<file path="config.mk">
export PLATFORM = sky130hd
export DESIGN_NAME = adc_frame_reader
export DESIGN_NICKNAME = d
export VERILOG_FILES = /design/src/rtl/adc_frame_reader.sv
export SDC_FILE = /design/constraint.sdc
export NUM_CORES = 1
export LEC_CHECK = 0
export BUFFER_PORTS_ARGS = -buffer_cell sky130_fd_sc_hd__buf_2
export CAP_MARGIN = 10
export CORE_MARGIN = 1
export CORE_UTILIZATION = 40
export CTS_CLUSTER_SIZE = 8
export DETAILED_ROUTE_END_ITERATION = 8
export GPL_TIMING_DRIVEN = 0
export SLEW_MARGIN = 20
export SYNTH_ARGS = -nofsm -noshare
export SYNTH_HDL_FRONTEND = slang
export SYNTH_SLANG_ARGS = --single-unit
</file>
<file path="constraint.sdc">
create_clock -name clk -period 3.1 [get_ports clk]
set_input_delay 0.155 -clock clk [delete_from_list [all_inputs] [get_ports clk]]
set_output_delay 0.155 -clock clk [all_outputs]
set_load 0.1 [all_outputs]
</file>
<file path="src/rtl/adc_frame_reader.sv">
module adc_frame_reader #(
  parameter int DIV_W   = 8,
  parameter int QUIET_W = 8
) (
  input  logic               clk,
  input  logic               rst_n,
  input  logic               start,
  input  logic               long_frame,
  input  logic [DIV_W-1:0]   half_div,
  input  logic [QUIET_W-1:0] quiet_min,
  input  logic               sdata,
  output logic               cs_n,
  output logic               sclk,
  output logic               busy,
  output logic [15:0]        result,
  output logic               valid,
  output logic               frame_err
);
  localparam int RES_W  = 16;
  localparam int LEAD   = 4;
  localparam int SHORTN = LEAD + RES_W;
  localparam int LONGN  = SHORTN + 4;

  logic [DIV_W-1:0]   div_q, tick;
  logic               long_q, err_q;
  logic [4:0]         nfall;
  logic [RES_W-1:0]   shreg;
  logic [QUIET_W-1:0] qcnt;

  wire       accept    = start & cs_n & (qcnt >= quiet_min);
  wire       tick_hit  = (tick == div_q);
  wire [4:0] nlast     = long_q ? 5'(LONGN) : 5'(SHORTN);
  wire       frame_bit = (nfall < 5'(LEAD)) || (nfall >= 5'(SHORTN));

  assign busy = ~cs_n;

  always_ff @(posedge clk or negedge rst_n) begin
    if (!rst_n) begin
      cs_n      <= 1'b1;
      sclk      <= 1'b1;
      valid     <= 1'b0;
      result    <= '0;
      frame_err <= 1'b0;
      div_q     <= '0;
      tick      <= '0;
      long_q    <= 1'b0;
      err_q     <= 1'b0;
      nfall     <= '0;
      shreg     <= '0;
      qcnt      <= '0;
    end else begin
      valid <= 1'b0;
      if (cs_n) begin
        if (qcnt != '1) qcnt <= qcnt + 1'b1;
        if (accept) begin
          cs_n   <= 1'b0;
          qcnt   <= '0;
          tick   <= '0;
          nfall  <= '0;
          err_q  <= 1'b0;
          div_q  <= half_div;
          long_q <= long_frame;
        end
      end else if (!tick_hit) begin
        tick <= tick + 1'b1;
      end else begin
        tick <= '0;
        if (sclk) begin
          sclk  <= 1'b0;
          nfall <= nfall + 5'd1;
          if (frame_bit) err_q <= err_q | sdata;
          else           shreg <= {shreg[RES_W-2:0], sdata};
        end else begin
          sclk <= 1'b1;
          if (nfall == nlast) begin
            cs_n      <= 1'b1;
            valid     <= 1'b1;
            result    <= shreg;
            frame_err <= err_q;
          end
        end
      end
    end
  end
endmodule

</file>
Word-level counts from Yosys, hierarchy flattened

Cells that the tools add are included.

Add/subtract/negate cells: 3
$lt $le $gt $ge: 3
Eq/ne operators: 4
Muxes and demuxes: 22
Bitwise operators: 6
Reductions and logical operators: 12

Operators with widths:

| kind                | number |
|---|---|
| $mux 8              | 5 |
| $mux 5              | 4 |
| $add 8x1->8 const B | 2 |
| $mux 1              | 12 |
| $reduce_and 4->1    | 3 |
| $eq 8x8->1          | 1 |
| $ge 8x8->1          | 1 |
| $ne 8x8->1 const B  | 1 |
| $reduce_bool 2->1   | 4 |
| $reduce_and 2->1    | 3 |
| $add 5x1->5 const B | 1 |
| $eq 5x5->1          | 1 |
| $ge 5x5->1 const B  | 1 |
| $lt 5x3->1 const B  | 1 |
| $mux 4              | 1 |
| $not 1->1           | 3 |
| $reduce_and 3->1    | 1 |
| $and 1x1->1         | 2 |
| $ne 2x1->1 const B  | 1 |
| $logic_or 1x1->1    | 1 |
| $or 1x1->1          | 1 |

Flip-flop bits (word level): 67
Input bits: 21
Output and inout bits: 21
Word-level logic and storage cells: 62

Logic depth before layout (Yosys ltp)

Gate-level depths: netlist of the first run.

Word-level depth: 6
Depth in mapped cells: 9
Mapped depth without buffers: 7

Worst setup path after synthesis of the first run

OpenSTA, ideal clock, no wires.

Path kind: reg2reg
From: register cs_n
To: register div_q[4]
Setup time: 0.125 ns
Arrival: 2.253 ns
Setup slack: 0.722 ns
Cell stages (with the launch flop): 6
Path buffers: 2
Clock period less this slack: 2.378 ns
Cells stage by stage: dfstp_2 -> clkdlybuf4s15_1 -> nand2_1 -> a21oi_1 -> buf_2 -> mux2_2

Word-level cells in the longest chain between the ends: 3

Ends and longest elaborated chain:

| element                             | line | RTL |
|---|---|---|
| start, declared                     | 12   | `output logic cs_n,` |
| start signal, assigned              | 39   | `cs_n <= 1'b1;` |
| start signal, assigned              | 56   | `cs_n <= 1'b0;` |
| start signal, assigned              | 76   | `cs_n <= 1'b1;` |
| $and 1x1->1 (2 in series)           | 30   | `wire accept = start & cs_n & (qcnt >= quiet_min);` |
| $reduce_and 2->1 (no source line) * | --   |  |
| end signal, assigned                | 61   | `div_q <= half_div;` |
| end, declared                       | 24   | `logic [DIV_W-1:0] div_q, tick;` |

Every way passes the cells marked *; elsewhere a longest branch is shown, timed or not.
A chain may end at the register's enable or synchronous reset.

Final worst setup path of the first run

From: register qcnt[2]
To: register nfall[1]

Word-level cells in the longest chain between the ends: 4

Ends and longest elaborated chain:

| element                           | line | RTL |
|---|---|---|
| start, declared                   | 28   | `logic [QUIET_W-1:0] qcnt;` |
| start signal, assigned            | 54   | `if (qcnt != '1) qcnt <= qcnt + 1'b1;` |
| $ge 8x8->1                        | 30   |  |
| $and 1x1->1                       | 30   |  |
| $ne 2x1->1 (no source line)       | --   |  |
| $reduce_and 3->1 (no source line) | --   |  |
| end signal, assigned              | 70   | `nfall <= nfall + 5'd1;` |
| end, declared                     | 26   | `logic [4:0] nfall;` |

Every way passes these cells.

==> metrics.md, run 1 <==
| Metric | Value |
|---|---|
| Worst Tran Pin Value | `0.789 ns` |
| Cell Pwr Density | `820 nW/um2` |
| Die W | `roughly 90 um` |
| Initial DRT Pass Iterations | `4` |
| Final period util | `84.2%` |
| PortBufs | `41` |
| DR vias | `2174` |
| Maximum clock rate | `383 MHz` |
| Clock Skews | `0.00715 ns` |
| Core area | `between 7000 and 8000 um2` |
| Initial drt markers | `34` |
| Ant. Diodes | `0` |
| Yosys warns | `0` |
| CTS tree | `yes` |
| DIE AREA | `8550 um2` |
| CTS Buffer Depth | `2` |
| Number of distinct library cells after synthesis | `42` |
| DR DRC count | `0` |
| Final Worst Setup Slack | `0.490 ns` |
| R2R Setup Slk | `slightly below 0.5 ns` |
| Top-area cell type share of the netlist area | `approximately half` |
| Area leader, netlist | `dfrtp_1` |
| Peak supply drop | `between 500 and 600 uV` |
| Crit path launch type | `register` |
| Sw power | `1.20 mW` |
| Gr usage total | `14.9%` |
| DRT Wirelength | `5660 um` |
| Dpl cell area | `about 3600 um2` |
| Syn-to-layout area delta | `18.0%` |
| Max-cap violations | `0` |
| Global-route wire length before repair | `9840 um` |
| Worst Path Required | `3.31 ns` |
| Root Buffer | `clkbuf_8` |
| Vias in the first global route | `between 2000 and 2500` |
| Clock-pin slew on the worst setup and hold paths | `0.07 ns` |
| RSZ-0062 raised after global routing | `false` |
| Synthesized area | `~3300 um2` |
| Clock sink total | `67` |
| Synth Register Bits | `between 60 and 70` |
| Setup TNS | `0 ns` |
| Post-route cell area | `3860 um2` |
| ANT nets after route | `0` |
| CP arrival | `2.82 ns` |
| Initial antenna violation count | `0` |
| Vias per cell | `4.97` |
| Clock latency on the worst-skew pair | `0.34 ns` |
| Outcome | `complete, no violations` |
| Placed wire-length estimate | `slightly above 4000 um` |
| Post-CTS Setup Bufs | `0` |
| Register Area | `1680 um2` |
| Top area cells in the synthesized netlist | `dfrtp_1 50%, mux2_2 11%, ha_1 4.6%, mux2_4 4.6%, xor2_1 2.9%` |
| Switching power share of the total | `37.8%` |
| Post-synthesis cell count | `277` |
| Syn_area_per_cell | `11.8 um2` |
| Fin util | `about half` |
| Crit-path max FO | `10` |
| Top_reg_cell synth | `dfrtp_1` |
| H-tree depth | `3` |
| Largest net degree at the start of global routing | `54` |
| Fraction of layout cells with a size suffix above 1 | `33.4%` |
| Final Net Count | `364` |
| Site Rows | `32` |
| Chip height | `between 90 and 100 um` |
| Slew Limit Fails | `0` |
| Internal Power | `1.97 mW` |
| WL per Instance | `13.0 um` |
| Final GP Congestion | `~0.81` |
| Final setup violation count | `0` |
| Hold Vio Cnt, Final | `0` |
| Synthesized net count | `310` |
| Clk pwr share | `about a quarter` |
| HP Class | `primary input to register` |
| Cts bufs inserted | `9` |
| CP Capture Type | `register` |
| Relative slew margins | `approximately 47%` |
| Leakage | `approximately 1.9 nW` |
| Sequential area share after synthesis | `51.3%` |
| CP Class | `register to register` |
| Pre-CTS setup slack | `between 0.4 and 0.5 ns` |
| Post-synth ARST share | `100%` |
| Number of synthesized flops with an enable pin | `0` |
| Multi-input logic area | `1460 um2` |
| Logic pwr share | `33.5%` |
| Sequential power share | `a little over two fifths` |
| Initial Util | `41.9%` |
| Filler Cell Count | `727` |
| GR Overflow Total | `0` |
| Fin crit period | `~2.6 ns` |
| I/O pins | `42` |
==> cell usage after synthesis, drive strengths merged, types with 5 or more instances <==
cell type and number:
inv 21, nand3 8, xnor2 8, mux2 42
ha 12, o21ai 16, and3 5, buf 5
nand2 17, xor2 12, nor2 21, dfrtp 65
==> sequential cells by signal (all words and copies together) (netlist names) <==
| register | count |
|---|---|
| cs_n | 1 |
| frame_err | 1 |
| valid | 1 |
| div_q | 8 |
| result | 16 |
| long_q | 1 |
| nfall | 5 |
| sclk | 1 |
| err_q | 1 |
| shreg | 16 |
| tick | 8 |
| qcnt | 8 |
==> stage by stage <==
step / power, mW / hold WS, ns / cells
final: 3.17 / 0.0447 / 437
after global routing: 3.41 / 0.0245 / 437
after CTS: 3.21 / 0.0312 / 437
after detailed placement: 2.41 / 0.0312 / 421
after global placement: 2.38 / 0.387 / 420
after floorplan: 2.16 / -0.141 / 277
==> final timing paths <==
path | startpoint | endpoint | cells after the start
max | qcnt[2] | nfall[1] | 8
min | half_div[1] | div_q[1] | 2
max reg2reg | qcnt[2] | nfall[1] | 8
min reg2reg | shreg[7] | result[7] | 1
max in group asynchronous | rst_n | sclk | 3
min in group asynchronous | rst_n | shreg[12] | 2
==> worst max-delay path, stage by stage, from the launching register on <==
cell     delay [ns]
dfrtp_1        0.46
ha_1           0.32
and3_1         0.15
o21ai_0        0.07
a311o_1        0.40
a21oi_1        0.37
buf_2          0.35
buf_2          0.27
o22ai_1        0.09
==> power groups by stage <==
stage	logic [mW]	clock network (mW)	registers, mW
detailed placement	1.07	0	1.34
finish	1.06	0.780	1.32
global route	1.20	0.845	1.36
floorplan	0.785	0	1.38
CTS	1.08	0.802	1.33
global placement	1.04	0	1.34
==> layout by cell type (no fill, tap or decap), types with 4 or more instances in the layout <==
cell / instances
nor2_1: 21
o22ai_1: 4
xor2_1: 11
and3_1: 5
inv_1: 21
buf_2: 43
mux2_2: 31
dfrtp_1: 65
o21ai_0: 15
ha_1: 12
mux2_4: 10
a21oi_1: 4
nand3_1: 7
clkbuf_8: 9
xnor2_1: 8
nand2_1: 16
==> what timing repair did <==
action / 4_1_cts / 5_1_grt
hold buffers: 1 / 0
hold endpoints to repair: 65 / 0
gates resized for setup: 0 / 0
==> area by class of cell <==
| class | instances | share of cell area (%) |
|---|---|---|
| clock buffer | 9 | 3.21 |
| tap | 102 | 3.31 |
| clock inverter | 6 | 2.37 |
| sequential | 67 | 43.5 |
| timing repair buffer | 43 | 6.35 |
| inverter | 21 | 2.04 |
| multi-input combinational | 182 | 37.8 |
| buffer | 7 | 1.43 |
==> cells by family (layout without fill, tap and decap cells) <==
| family | after synthesis | count (layout) | synth area share, % |
|---|---|---|---|
| xor+xnor | 20 | 20 | 5.58 |
| flops | 67 | 67 | 51.3 |
| fa+ha+maj | 12 | 12 | 4.59 |
| buf+inv | 28 | 86 | 4.09 |
| simple gates | 71 | 71 | 11.9 |
| compound gates | 35 | 35 | 6.35 |
| mux | 44 | 44 | 16.2 |
==> layer usage <==
| layer | track usage (%) | up-vias | share of wire, % |
|---|---|---|---|
| met5 | 0 | - | 0 |
| met2 | 22.3 | 50 | 45 |
| met3 | 5.67 | 9 | 4.7 |
| met4 | 4.82 | 0 | 1.7 |
| li1 | - | 1061 | - |
| met1 | 19.9 | 1054 | 49 |
Power figures use the tool's default switching activity.
==> run 2: changes to the inputs <==
==> constraint.sdc (replaced) <==
create_clock -name clk -period 2.55 [get_ports clk]
set_input_delay 0.1275 -clock clk [delete_from_list [all_inputs] [get_ports clk]]
set_output_delay 0.1275 -clock clk [all_outputs]
set_load 0.1 [all_outputs]
==> run 2 against run 1 <==
  * Worst hold slack got worse by 0.024 ns
  * Clock skew about the same
  * Clock power rose by 21%
  * Non-clock buffer count up 2
==> metrics.md, run 2 (synthesis results as in run 1) <==
| Metric | Value |
|---|---|
| Fin crit period | `2.40 ns (-0.206 ns)` |
| CTS Buffer Depth | `2 (unchanged)` |
| Sw power | `1.46 mW (+22%)` |
| Cell Pwr Density | `992 nW/um2 (+21%)` |
| Gr usage total | `14.9% (+0.018 points)` |
| CTS tree | `yes` |
| Setup TNS | `0 ns (unchanged)` |
| Sequential power share | `41.7% (about the same)` |
| DRT Wirelength | `5660 um (unchanged)` |
| Metal2 WL | `2540 um (+0.67%)` |
| Slew Limit Fails | `0 (unchanged)` |
| Core area | `7810 um2 (unchanged)` |
| I/O pins | `42 (unchanged)` |
| Regs by FF count | `result (16), shreg (16)` |
| Hold path start | `half_div[1]` |
| Highest Signal Layer | `met4` |
| Clk pwr share | `24.4% (-0.2 points)` |
| Fraction of layout cells with a size suffix above 1 | `33.8% (+0.40 points)` |
| Outcome | `complete, no violations` |
| Vias per cell | `4.95 (-0.59%)` |
| Final GP Congestion | `0.808 (unchanged)` |
| Crit path launch type | `register` |
| Post-CTS Setup Bufs | `0 (unchanged)` |
| Clock latency on the worst-skew pair | `0.34 ns (about the same)` |
| Critical Path Start | `qcnt[2]` |
| Relative slew margins | `60.2% (+13 points)` |
| Switching power share of the total | `37.7% (-0.081 points)` |
| Chip height | `92.5 um (unchanged)` |
| Clock sink total | `67 (unchanged)` |
| CP Class | `register to register` |
| Hold Vio Cnt, Final | `0 (unchanged)` |
| Global-route wire length before repair | `9850 um (+0.14%)` |
| Commonest non-fill, non-tap cell in the layout | `dfrtp_1` |
| Placed wire-length estimate | `4110 um (unchanged)` |
| Die W | `92.5 um (unchanged)` |
| Post-route cell area | `3890 um2 (+0.84%)` |
| Metal3 WL | `263 um (-0.75%)` |
| Final period util | `94.3% (+10 points)` |
| Vias in the first global route | `2111 (+0.24%)` |
| Logic pwr share | `33.8% (+0.3 points)` |
| CP arrival | `2.62 ns (-0.20 ns)` |
| Fin util | `49.9% (+0.42 points)` |
| Worst Path Required | `2.77 ns (-0.54 ns)` |
| Ant. Diodes | `0 (unchanged)` |
| Crit-path max FO | `10 (unchanged)` |
| Maximum clock rate | `416 MHz (+8.6%)` |
| Final setup violation count | `0 (unchanged)` |
| DR DRC count | `0 (unchanged)` |
| HP Class | `primary input to register` |
| Leakage | `1.92 nW (+0.45%)` |
| Initial drt markers | `42 (+24%)` |
| Peak supply drop | `665 uV (+22%)` |
| Root Buffer | `clkbuf_8` |
| RSZ-0062 raised after global routing | `false` |
| Worst Tran Pin Value | `0.593 ns (-0.197 ns)` |
| ANT nets after route | `0 (unchanged)` |
| Initial antenna violation count | `0 (unchanged)` |
| H-tree depth | `3 (unchanged)` |
| Syn-to-layout area delta | `19.0%` |
| DR vias | `2171 (-0.14%)` |
| Final Net Count | `366 (+0.55%)` |
| Internal Power | `2.40 mW (+22%)` |
| CP Capture Type | `register` |
| GR Overflow Total | `0 (unchanged)` |
| Site Rows | `32 (unchanged)` |
| Worst flop-to-flop path startpoint | `qcnt[2]` |
| Initial DRT Pass Iterations | `4 (unchanged)` |
| Cts bufs inserted | `9 (unchanged)` |
| Initial Util | `41.9% (unchanged)` |
| Clock Skews | `0.00686 ns (-0.000291 ns)` |
| Total Power | `3.86 mW (+22%)` |
| Dpl cell area | `3640 um2 (unchanged)` |
| DIE AREA | `8550 um2 (unchanged)` |
| PortBufs | `41 (unchanged)` |
| WL per Instance | `12.9 um (-0.46%)` |
| M1 wire length | `2760 um (-0.54%)` |
| Max-cap violations | `0 (unchanged)` |
| Clock-pin slew on the worst setup and hold paths | `0.07 ns (about the same)` |
| Largest net degree at the start of global routing | `54 (unchanged)` |
| Most frequent cells in the layout | `65 x dfrtp_1, 42 x buf_2, 31 x mux2_2` |
## run 2: timing repair
item                       in CTS  in global routing
hold buffers                    1                  2
gates resized for setup         1                  3
setup endpoints to repair      15                 17
hold endpoints to repair       65                  2
## run 2: path summary, 6_finish.rpt
| check | to | slack, ns | cells after the start |
|---|---|---|---|
| hold / removal | div_q[1] | 0.02 | 2 |
| min in group asynchronous | shreg[12] | 0.19 | 2 |
| hold reg to reg | result[7] | 0.50 | 1 |
| max in group asynchronous | sclk | 1.79 | 3 |
| setup reg to reg | div_q[5] | 0.15 | 7 |
| setup / recovery | div_q[5] | 0.15 | 7 |
## run 2: cell type report
cell class | count | area, um2
plain buffers | 7 | 57.6
multi-input cells | 182 | 1470
inverters | 21 | 78.8
clock buffers | 9 | 124
repair buffers | 45 | 265
fillers | 725 | 3910
flip-flops and latches | 67 | 1680
clock inverters | 6 | 91.3
well taps | 102 | 128
## run 2: stage by stage
stage | hold WS, ns | worst slack (ns) | cells
final | 0.0205 | 0.146 | 439
after global routing | 0.00212 | 0.0143 | 439
after CTS | 0.00367 | 0.0353 | 437
after detailed placement | 0.00371 | -0.0727 | 421
after global placement | 0.359 | -0.0556 | 420
after floorplan | -0.168 | 0.172 | 277
## run 2: metal layers
| metal | up-vias | GRT usage, % |
|---|---|---|
| li1 | 1063 | - |
| met1 | 1049 | 19.8 |
| met2 | 50 | 22.5 |
| met3 | 9 | 5.67 |
| met4 | 0 | 4.82 |
| met5 | - | 0 |
## run 2: critical path, cell delays in order (launching register included)
cell,delay [ns]
dfrtp_1,0.45
ha_1,0.32
and3_1,0.15
o21ai_0,0.07
a311o_1,0.41
a21oi_2,0.28
buf_4,0.26
mux2_2,0.34
## run 2: power by group through the flow
stage / Combinational [mW] / Clock (mW) / Sequential, mW
6_report: 1.31 / 0.944 / 1.61
3_5_place_dp: 1.31 / 0 / 1.63
2_1_floorplan: 0.954 / 0 / 1.68
5_1_grt: 1.48 / 1.03 / 1.65
3_3_place_gp: 1.26 / 0 / 1.63
4_1_cts: 1.31 / 0.975 / 1.61
